<file path="src/rtl/antsel_pkg.sv">
package antsel_pkg;

  typedef enum logic [2:0] {
    ST_IDLE = 3'd0,
    ST_CLR  = 3'd1,
    ST_ACQA = 3'd2,
    ST_GAP  = 3'd3,
    ST_ACQB = 3'd4,
    ST_HOLD = 3'd5,
    ST_TAIL = 3'd6
  } seq_st_e;

endpackage

</file>
<file path="src/rtl/antsel_rstsync.sv">
module antsel_rstsync (
  input  logic clk,
  input  logic rst_n,
  output logic rst_sn_o
);

  logic [1:0] sync_q;

  always_ff @(posedge clk or negedge rst_n) begin
    if (!rst_n) begin
      sync_q <= 2'b00;
    end else begin
      sync_q <= {sync_q[0], 1'b1};
    end
  end

  assign rst_sn_o = sync_q[1];

endmodule

</file>
<file path="src/rtl/antsel_sched.sv">
module antsel_sched
  import antsel_pkg::*;
#(
  parameter int RST_CYC = 4,
  parameter int ACQ_CYC = 8,
  parameter int GAP_CYC = 4
) (
  input  logic clk,
  input  logic rst_n,
  input  logic win_i,
  output logic rise_o,
  output logic strobe_o,
  output logic swap_o,
  output logic clr_a_o,
  output logic en_a_o,
  output logic clr_b_o,
  output logic en_b_o,
  output logic latch_o,
  output logic abort_o
);

  localparam int MAX_AB = (RST_CYC > ACQ_CYC) ? RST_CYC : ACQ_CYC;
  localparam int MAXC   = (MAX_AB > GAP_CYC) ? MAX_AB : GAP_CYC;
  localparam int CW     = $clog2(MAXC) + 1;
  localparam logic [CW-1:0] RST_LAST = CW'(RST_CYC - 1);
  localparam logic [CW-1:0] ACQ_LAST = CW'(ACQ_CYC - 1);
  localparam logic [CW-1:0] GAP_LAST = CW'(GAP_CYC - 1);

  seq_st_e       st_q, st_d;
  logic [CW-1:0] cnt_q, cnt_d;
  logic          win_q;
  logic          fall;
  logic          adv;

  // window edge detection
  always_ff @(posedge clk or negedge rst_n) begin
    if (!rst_n) begin
      win_q <= 1'b0;
    end else begin
      win_q <= win_i;
    end
  end

  assign rise_o = win_i & ~win_q;
  assign fall   = ~win_i & win_q;

  // next-state logic
  always_comb begin
    st_d    = st_q;
    cnt_d   = cnt_q;
    latch_o = 1'b0;
    abort_o = 1'b0;
    if (rise_o) begin
      st_d  = ST_CLR;
      cnt_d = '0;
    end else if (fall) begin
      cnt_d = '0;
      case (st_q)
        ST_HOLD: begin
          st_d    = ST_TAIL;
          latch_o = 1'b1;
        end
        ST_ACQA, ST_ACQB: begin
          st_d    = ST_TAIL;
          abort_o = 1'b1;
        end
        ST_CLR, ST_GAP: begin
          st_d    = ST_IDLE;
          abort_o = 1'b1;
        end
        default: st_d = ST_IDLE;
      endcase
    end else begin
      case (st_q)
        ST_CLR: begin
          if (cnt_q == RST_LAST) begin
            st_d  = ST_ACQA;
            cnt_d = '0;
          end else begin
            cnt_d = cnt_q + CW'(1);
          end
        end
        ST_ACQA: begin
          if (cnt_q == ACQ_LAST) begin
            st_d  = ST_GAP;
            cnt_d = '0;
          end else begin
            cnt_d = cnt_q + CW'(1);
          end
        end
        ST_GAP: begin
          if (cnt_q == GAP_LAST) begin
            st_d  = ST_ACQB;
            cnt_d = '0;
          end else begin
            cnt_d = cnt_q + CW'(1);
          end
        end
        ST_ACQB: begin
          if (cnt_q == ACQ_LAST) begin
            st_d  = ST_HOLD;
            cnt_d = '0;
          end else begin
            cnt_d = cnt_q + CW'(1);
          end
        end
        ST_HOLD: st_d = ST_HOLD;
        ST_TAIL: st_d = ST_IDLE;
        default: st_d = ST_IDLE;
      endcase
    end
  end

  assign adv = (st_d != st_q) || (cnt_d != cnt_q);

  // state registers
  always_ff @(posedge clk or negedge rst_n) begin
    if (!rst_n) begin
      st_q  <= ST_IDLE;
      cnt_q <= '0;
    end else if (adv) begin
      st_q  <= st_d;
      cnt_q <= cnt_d;
    end
  end

  // phase decode
  assign strobe_o = (st_q == ST_ACQA) || (st_q == ST_ACQB) ||
                    (st_q == ST_HOLD) || (st_q == ST_TAIL);
  assign swap_o   = (st_q == ST_GAP);
  assign clr_a_o  = (st_q == ST_CLR);
  assign en_a_o   = (st_q == ST_ACQA);
  assign clr_b_o  = (st_q == ST_CLR) || (st_q == ST_GAP);
  assign en_b_o   = (st_q == ST_ACQB) || (st_q == ST_HOLD);

endmodule

</file>
<file path="src/rtl/antsel_peak.sv">
module antsel_peak #(
  parameter int SW = 8
) (
  input  logic          clk,
  input  logic          rst_n,
  input  logic          clr_i,
  input  logic          en_i,
  input  logic [SW-1:0] smp_i,
  output logic [SW-1:0] pk_o
);

  logic [SW-1:0] pk_q, pk_d;
  logic          upd;

  always_comb begin
    upd  = 1'b0;
    pk_d = pk_q;
    if (clr_i) begin
      upd  = 1'b1;
      pk_d = '0;
    end else if (en_i && (smp_i > pk_q)) begin
      upd  = 1'b1;
      pk_d = smp_i;
    end
  end

  always_ff @(posedge clk or negedge rst_n) begin
    if (!rst_n) begin
      pk_q <= '0;
    end else if (upd) begin
      pk_q <= pk_d;
    end
  end

  assign pk_o = pk_q;

endmodule

</file>
<file path="src/rtl/antsel_result.sv">
module antsel_result (
  input  logic clk,
  input  logic rst_n,
  input  logic rise_i,
  input  logic latch_i,
  input  logic abort_req_i,
  input  logic b_wins_i,
  output logic best_o,
  output logic abort_o
);

  logic best_q, best_d, best_en;
  logic abort_q;

  always_comb begin
    best_en = rise_i | latch_i;
    best_d  = rise_i ? 1'b0 : b_wins_i;
  end

  always_ff @(posedge clk or negedge rst_n) begin
    if (!rst_n) begin
      best_q <= 1'b0;
    end else if (best_en) begin
      best_q <= best_d;
    end
  end

  always_ff @(posedge clk or negedge rst_n) begin
    if (!rst_n) begin
      abort_q <= 1'b0;
    end else begin
      abort_q <= abort_req_i;
    end
  end

  assign best_o  = best_q;
  assign abort_o = abort_q;

endmodule

</file>
<file path="src/rtl/antsel_seq.sv">
module antsel_seq #(
  parameter int SW      = 8,
  parameter int RST_CYC = 4,
  parameter int ACQ_CYC = 8,
  parameter int GAP_CYC = 4
) (
  input  logic          clk,
  input  logic          rst_n,
  input  logic          win_i,
  input  logic [SW-1:0] smp_i,
  output logic          strobe_o,
  output logic          swap_o,
  output logic          best_o,
  output logic          abort_o
);

  localparam int NPK = 2;

  logic          rst_sn;
  logic          rise, latch, abort_req;
  logic          clr_a, en_a, clr_b, en_b;
  logic [NPK-1:0] clr_v, en_v;
  logic [SW-1:0] pk_v [NPK];
  logic [SW-1:0] pk_a, pk_b;
  logic          b_wins;

  antsel_rstsync u_rst (
    .clk      (clk),
    .rst_n    (rst_n),
    .rst_sn_o (rst_sn)
  );

  antsel_sched #(
    .RST_CYC (RST_CYC),
    .ACQ_CYC (ACQ_CYC),
    .GAP_CYC (GAP_CYC)
  ) u_sched (
    .clk      (clk),
    .rst_n    (rst_sn),
    .win_i    (win_i),
    .rise_o   (rise),
    .strobe_o (strobe_o),
    .swap_o   (swap_o),
    .clr_a_o  (clr_a),
    .en_a_o   (en_a),
    .clr_b_o  (clr_b),
    .en_b_o   (en_b),
    .latch_o  (latch),
    .abort_o  (abort_req)
  );

  assign clr_v = {clr_b, clr_a};
  assign en_v  = {en_b, en_a};

  for (genvar g = 0; g < NPK; g++) begin : g_pk
    antsel_peak #(.SW(SW)) u_pk (
      .clk   (clk),
      .rst_n (rst_sn),
      .clr_i (clr_v[g]),
      .en_i  (en_v[g]),
      .smp_i (smp_i),
      .pk_o  (pk_v[g])
    );
  end

  assign pk_a   = pk_v[0];
  assign pk_b   = pk_v[1];
  assign b_wins = (pk_b > pk_a);

  antsel_result u_res (
    .clk         (clk),
    .rst_n       (rst_sn),
    .rise_i      (rise),
    .latch_i     (latch),
    .abort_req_i (abort_req),
    .b_wins_i    (b_wins),
    .best_o      (best_o),
    .abort_o     (abort_o)
  );

endmodule

</file>
<file path="config.mk">
export PLATFORM = sky130hd
export DESIGN_NAME = antsel_seq
export DESIGN_NICKNAME = d
export VERILOG_FILES = /design/src/rtl/antsel_pkg.sv /design/src/rtl/antsel_rstsync.sv /design/src/rtl/antsel_sched.sv /design/src/rtl/antsel_peak.sv /design/src/rtl/antsel_result.sv /design/src/rtl/antsel_seq.sv
export SDC_FILE = /design/constraint.sdc
export NUM_CORES = 1
export LEC_CHECK = 0
export ABC_AREA = 1
export BUFFER_PORTS_ARGS = -buffer_cell sky130_fd_sc_hd__buf_2
export CORE_MARGIN = 3
export CORE_UTILIZATION = 48
export DETAILED_ROUTE_END_ITERATION = 8
export HOLD_SLACK_MARGIN = 0.08
export PLACE_DENSITY = 0.63
export REMOVE_ABC_BUFFERS = 1
export SYNTH_ARGS = -nofsm -noshare
export SYNTH_HDL_FRONTEND = slang
export SYNTH_SLANG_ARGS = --single-unit
</file>
<file path="constraint.sdc">
create_clock -name clk -period 0.95 [get_ports clk]
set_input_delay 0.19 -clock clk [delete_from_list [all_inputs] [get_ports clk]]
set_output_delay 0.19 -clock clk [all_outputs]
set_load 0.05 [all_outputs]
</file>
==> out/results.ini, run 1 <==
[outcome]
status=finished with violations
violations=negative setup slack

[logic_synthesis]
postSynthAreaPerCell_sq_um=7.72
synth_seq_cells=28
synth_fa_ha_area_frac=0.161
synthMuxAreaShare=0
ys_seq_area_frac=0.362
synth_top_family_by_area=simple AND/OR/NAND/NOR gates
netlist_area_sq_um=1940
netlist-cell-type-count=25
yosys_warnings=0
synthXorXnorAreaFrac=0
syn_inst=251
synth-simple-area-share=0.321
synth_compound_area_frac=0.0749

[detailed_routing]
drt_iter0_drc=144
drt_first_pass_iters=4
wl_mm=6.75
vias_per_cell=5.47
ant_nets=0
dr_total_vias=2112
drcViolationCount=0
wire_per_inst_microns=17.5

[setup_path]
crit_chain=inv_2 > ha_4 > a21oi_2 > nor2_1 > nor2_2 > nand2_4 > buf_12 > nand3_2 > nand2_1
cp-end-kind=flop
worstPathMaxFanout=8
critPathMaxStageDelay_ps=400
start_kind=flop
required_ps=1130
path_buf_inv=2
reg2reg_depth=9
slowest_stage=dfrtp_1
cpLargestDelayFamily=simple AND/OR/NAND/NOR gates
cp.arrival_ps=1830
r2r_slack_ps=-700
worst-path-stages=9
worstSetupPathType=reg2reg

[floorplanning]
start_util=0.514
core-area_sq_um=3770
io_pins=15
rows=22
die_h_microns=69.5
die_x_microns=69.5
die_area_sq_um=4830

[sta]
slew_violations=0
fin_crit_ps=1650
finClkSkew_ps=3.02
finalSetupViolations=29
final.period_utilization=1.74
hold_viol_final=0
fmax_mhz=605
rsz0062_at_grt=true
fin_ws_ps=-702

[finish]
insertedDiodeCount=0
final_util=0.863
area_delta_synth_final_pct=68.1
fill_cells=184
fin_nets=375
fin_cells=386
multi_input_area_sq_um=1560
ff_latch_area_sq_um=701
drive_gt1_frac=0.565

[place]
dp_hpwl_mm=3.56
place_congestion=0.819
place_inst=349
port-buffer-count=14

[clocking]
insertion_delay_ps=290
cts_tree=done
clk_pin_slew_ps=100
htreeDepth=1
clock_path_buffers=2
root_buffer=clkbuf_8
cts_buffers=3
clock-sinks=28

[power_and_ir_drop]
power.density_nw_per_um2=1270
total_power_uw=4120
leakage_uw=0.00160
ir_worst_vdd_v=0.000999

[global_route]
grt_max_degree=27
grt_use_total=0.240
grt_pass1_vias=2049
grt_pass1_wl_mm=9.35
antenna_found_initial=0
grt-ovfl-total=0

[run]
maxCapViolCount=0

[worst_hold_path]
hp-class=in2async

==> registers in the layout, indices dropped and copies added (netlist names) <==
| register | count |
|---|---|
| g_pk.u_pk.pk_o | 16 |
| u_res.abort_o | 1 |
| u_res.best_o | 1 |
| u_rst.sync_q | 2 |
| u_sched.cnt_q | 4 |
| u_sched.st_q | 3 |
| u_sched.win_q | 1 |
==> per-layer routing <==
layer	GRT usage	wire (microns)	vias up
met2	0.440	3650	71
li1	-	-	990
met5	0	0	-
met1	0.286	2620	1033
met4	0.0716	200	0
met3	0.0348	275	18
==> final timing paths <==
path | from | endpoint
max | g_pk[0].u_pk.pk_o[5]$_DFFE_PN0P_ | g_pk[0].u_pk.pk_o[5]$_DFFE_PN0P_
min | rst_n | u_rst.sync_q[0]$_DFF_PN0_
max reg2reg | g_pk[0].u_pk.pk_o[5]$_DFFE_PN0P_ | g_pk[0].u_pk.pk_o[5]$_DFFE_PN0P_
min reg2reg | u_rst.sync_q[1]$_DFF_PN0_ | g_pk[0].u_pk.pk_o[6]$_DFFE_PN0P_
max in group asynchronous | u_rst.sync_q[1]$_DFF_PN0_ | g_pk[0].u_pk.pk_o[0]$_DFFE_PN0P_
min in group clk | smp_i[6] | g_pk[0].u_pk.pk_o[6]$_DFFE_PN0P_
==> synth_stat cells (all sizes together) <==
cell type	n	area (sq um)
o21ai	3	15.0
ha	25	313
nand3	33	175
nor3	5	35.0
nand2	70	283
a21boi	1	7.51
o21bai	2	15.0
a21o	2	15.0
conb	1	3.75
dfrtp	28	701
a21oi	14	92.6
nand4	6	37.5
inv	39	149
clkbuf	1	3.75
nor2	21	91.3
==> cell usage in the layout (no fill, tap or decap), drive strengths merged, types with 2 or more instances in the layout <==
cell / n
a21o: 2
a21oi: 14
buf: 82
clkbuf: 3
dfrtp: 28
dlygate4sd3: 2
ha: 25
inv: 39
nand2: 70
nand3: 33
nand4: 6
nor2: 21
nor3: 5
o21ai: 3
o21bai: 2
==> through the flow <==
step           setup WS, ps  hold slack [ps]  setup TNS [ps]  area (sq um)
4_1_cts                -557              195          -12260          3080
3_5_place_dp           -654            -22.1          -13130          2380
3_3_place_gp           -606            -24.1          -12430          2380
6_report               -702              197          -14200          3260
5_1_grt                -756              201          -16200          3260
2_1_floorplan          -816             -106          -11340          1930
==> layout make-up <==
cell class,count,area share
tap,48,0.0184
timing repair buffer,84,0.218
clock buffer,3,0.0127
multi-input combinational,183,0.480
clock inverter,1,0.00922
sequential,28,0.215
inverter,39,0.0465
==> logic make-up (layout without fill, tap and decap cells) <==
logic type,Yosys count,in the layout
and+or+nand+nor,135,135
adders and majority gates,25,25
buffers and inverters,40,127
other,1,1
AOI/OAI and AO/OA,22,22
DFF,28,28
==> power by group <==
| group | leakage [uW] | internal (uW) | total, uW | switching [uW] |
|---|---|---|---|---|
| combinational | 0.00118 | 818 | 1800 | 986 |
| sequential | 0.000379 | 1270 | 1330 | 61.7 |
| clock | 0.0000357 | 566 | 985 | 420 |
==> what timing repair did <==
| action | CTS | global route |
|---|---|---|
| resized for setup | 99 | 28 |
| setup buffers | 23 | 8 |
| endpoints found under the setup margin | 29 | 29 |
| hold buffers | 2 | 0 |
| pin swaps | 34 | 19 |
| endpoints found under the hold margin | 3 | 0 |
Note: power is estimated with default switching activity, not from simulation.
==> inputs of run 2 (changes only) <==
SYNTH_HIERARCHICAL = 1   (was not set)
==> run 2 against run 1 <==
The run still ends with negative setup slack left. Die area rose by 7.1%. Largest cell class unchanged. Synthesized cell count rose by 9.2%. Critical path depth fell by 1. Clock skew rose by 0.69 ps. Global-route usage rose by 0.36 points. Via count rose by 0.71%. Sequential power rose by 20%. Largest power group unchanged. First-iteration DRC count fell by 14%. Sequential share of layout area fell by 0.87 points.
==> out/results.ini, run 2 <==
[floorplanning]
die_h_microns=72.0  ; +3.5%
io_pins=15  ; unchanged
die_x_microns=72.0  ; +3.5%
die_area_sq_um=5180  ; +7.1%
start_util=0.511  ; -0.00258
core-area_sq_um=4090  ; +8.4%
rows=23  ; +4.5%

[sta]
fin_ws_ps=-578  ; +124 ps
finClkSkew_ps=3.71  ; +0.690 ps
slew_violations=0  ; unchanged
finalSetupViolations=29  ; unchanged
rsz0062_at_grt=true
fmax_mhz=654  ; +8.1%
fin_crit_ps=1530  ; -124 ps
final.setup.tns_ps=-12790  ; +1410 ps
hold_viol_final=0  ; unchanged
final.period_utilization=1.61  ; -0.130

[setup_path]
cp-end-kind=flop
reg2reg_from=g_pk[0].u_pk/pk_o[0]$_DFFE_PN0P_
worstSetupPathType=reg2reg
start_kind=flop
reg2reg_depth=8  ; -1
required_ps=1170  ; +40 ps
cpLargestDelayFamily=flip-flops
worstPathMaxFanout=3  ; -5
crit_chain=ha_1 > nand2_1 > nor2_4 > a21boi_4 > buf_6 > buf_6 > nand4_1 > nand2_2
path_buf_inv=2  ; unchanged
critPathMaxStageDelay_ps=390  ; about the same
path_common_cell=buf_6
worstReg2RegEnd=g_pk[0].u_pk/pk_o[6]$_DFFE_PN0P_
r2r_slack_ps=-580  ; +120 ps
cp.arrival_ps=1740  ; -90 ps
slowest_stage=dfrtp_1

[detailed_routing]
ant_nets=0  ; unchanged
wl_mm=6.21  ; -8.1%
drt_iter0_drc=124  ; -14%
dr_total_vias=2127  ; +0.71%
drcViolationCount=0  ; unchanged
wire_per_inst_microns=15.3  ; -13%
drt_first_pass_iters=4  ; unchanged
vias_per_cell=5.23  ; -4.5%

[logic_synthesis]
postSynthAreaPerCell_sq_um=7.62  ; -1.2%
synth_seq_cells=28  ; unchanged
yosys_warnings=6  ; +6
synth_area_leader_cell=dfrtp_1
synth_edf_count=0  ; unchanged
synth_top_area_frac=0.336  ; -0.0262
synth-main-ff-cell=dfrtp_1
ys_seq_area_frac=0.336  ; -0.0262
yosys-top-cells-area=dfrtp_1, ha_1, nand2_1
synth_commonest_cells=nand2_1, inv_1, dfrtp_1, ha_1, nand3_1
async_reset_ff_frac=1.00  ; unchanged
post-synth-top-count-cell=nand2_1
syn_inst=274  ; +9.2%
netlist-cell-type-count=23  ; -8.0%
netlist_area_sq_um=2090  ; +7.8%

[global_route]
grt-ovfl-total=0  ; unchanged
grt_pass1_vias=2236  ; +9.1%
antenna_found_initial=0  ; unchanged
grt_pass1_wl_mm=9.98  ; +6.7%
grt_use_total=0.243  ; +0.00362
grt_max_degree=27  ; unchanged

[worst_hold_path]
hp-class=reg2async

[clocking]
clk_pin_slew_ps=100  ; about the same
clock_path_buffers=2  ; unchanged
cts_buffers=3  ; unchanged
root_buffer=clkbuf_8
htreeDepth=1  ; unchanged
cts_tree=done
insertion_delay_ps=270  ; -20 ps
clock-sinks=28  ; unchanged

[finish]
design_area_sq_um=3390  ; +4.2%
largest_reg_flops=16  ; unchanged
mostFrequentLayoutCells=nand2_1, buf_4, inv_1
drive_gt1_frac=0.543  ; -0.0217
layout.cells.most_common=nand2_1
final_util=0.830  ; -0.0332
area_delta_synth_final_pct=62.4
fin_nets=394  ; +5.1%
insertedDiodeCount=0  ; unchanged
fill_cells=265  ; +44%

[power_and_ir_drop]
leakage_uw=0.00167  ; +4.5%
ir_worst_vdd_v=0.00136  ; +36%
power.density_nw_per_um2=2030  ; +60%
total_power_uw=6880  ; +67%

[place]
port-buffer-count=14  ; unchanged
dpl_cell_area_sq_um=2570  ; +8.0%
place_congestion=0.817  ; -0.34%
dp_hpwl_mm=3.79  ; +6.4%

[outcome]
violations=negative setup slack
status=finished with violations

[run]
maxCapViolCount=0  ; unchanged

run 2: how the worst max path moves through the flow:
stage,start,to,slack (ps),depth (start not counted)
after floorplan,u_sched/st_q[1]$_DFFE_PN0P_,strobe_o,-780,2
after global placement,g_pk[0].u_pk/pk_o[7]$_DFFE_PN0P_,g_pk[0].u_pk/pk_o[0]$_DFFE_PN0P_,-600,8
final,g_pk[0].u_pk/pk_o[0]$_DFFE_PN0P_,g_pk[0].u_pk/pk_o[6]$_DFFE_PN0P_,-580,8
after global routing,g_pk[0].u_pk/pk_o[0]$_DFFE_PN0P_,g_pk[0].u_pk/pk_o[6]$_DFFE_PN0P_,-670,8
after CTS,g_pk[0].u_pk/pk_o[6]$_DFFE_PN0P_,g_pk[0].u_pk/pk_o[0]$_DFFE_PN0P_,-550,8
after detailed placement,g_pk[0].u_pk/pk_o[7]$_DFFE_PN0P_,g_pk[0].u_pk/pk_o[0]$_DFFE_PN0P_,-630,8
run 2: cell families (layout without fill, tap and decap cells):
group / Yosys count / after routing / synth area share
compound gates: 18 / 18 / 0.0605
fa+ha+maj: 25 / 25 / 0.150
buf+inv: 57 / 138 / 0.106
flops: 28 / 28 / 0.336
other cells: 1 / 1 / 0.00180
simple gates: 145 / 147 / 0.346
run 2: where the power goes:
| group | switching [uW] | internal [uW] |
|---|---|---|
| clock | 374 | 371 |
| sequential | 168 | 1420 |
| combinational | 2480 | 2060 |
| total | 3020 | 3860 |
run 2: repair_timing:
item	CTS	global route
hold buffers	2	0
gates cloned	2	0
pin swaps	31	39
setup buffers	13	7
endpoints found under the setup margin	29	29
gates resized for setup	78	55
endpoints found under the hold margin	3	0
run 2: cell type report:
cell class	count	area, sq um	share of cell area
multi-input cells	191	1680	0.495
inverters	55	211	0.0623
well taps	50	62.6	0.0184
clock buffers	4	55.1	0.0162
flip-flops and latches	28	701	0.207
repair buffers	79	684	0.202
run 2: per-layer routing:
layer / up-vias / part of all wire / global-route usage / wire [microns]
li1: 1051 / - / - / -
met1: 1018 / 0.41 / 0.290 / 2560
met2: 42 / 0.53 / 0.459 / 3310
met3: 16 / 0.029 / 0.0332 / 177
met4: 0 / 0.026 / 0.0585 / 160
met5: - / 0 / 0 / 0
run 2: stage by stage:
stage	instances	setup WS (ps)	hold WS, ps
after floorplan	272	-782	-106
after global placement	381	-600	-23.2
after detailed placement	381	-628	-23.3
after CTS	402	-547	201
after global routing	407	-665	219
final	407	-578	224
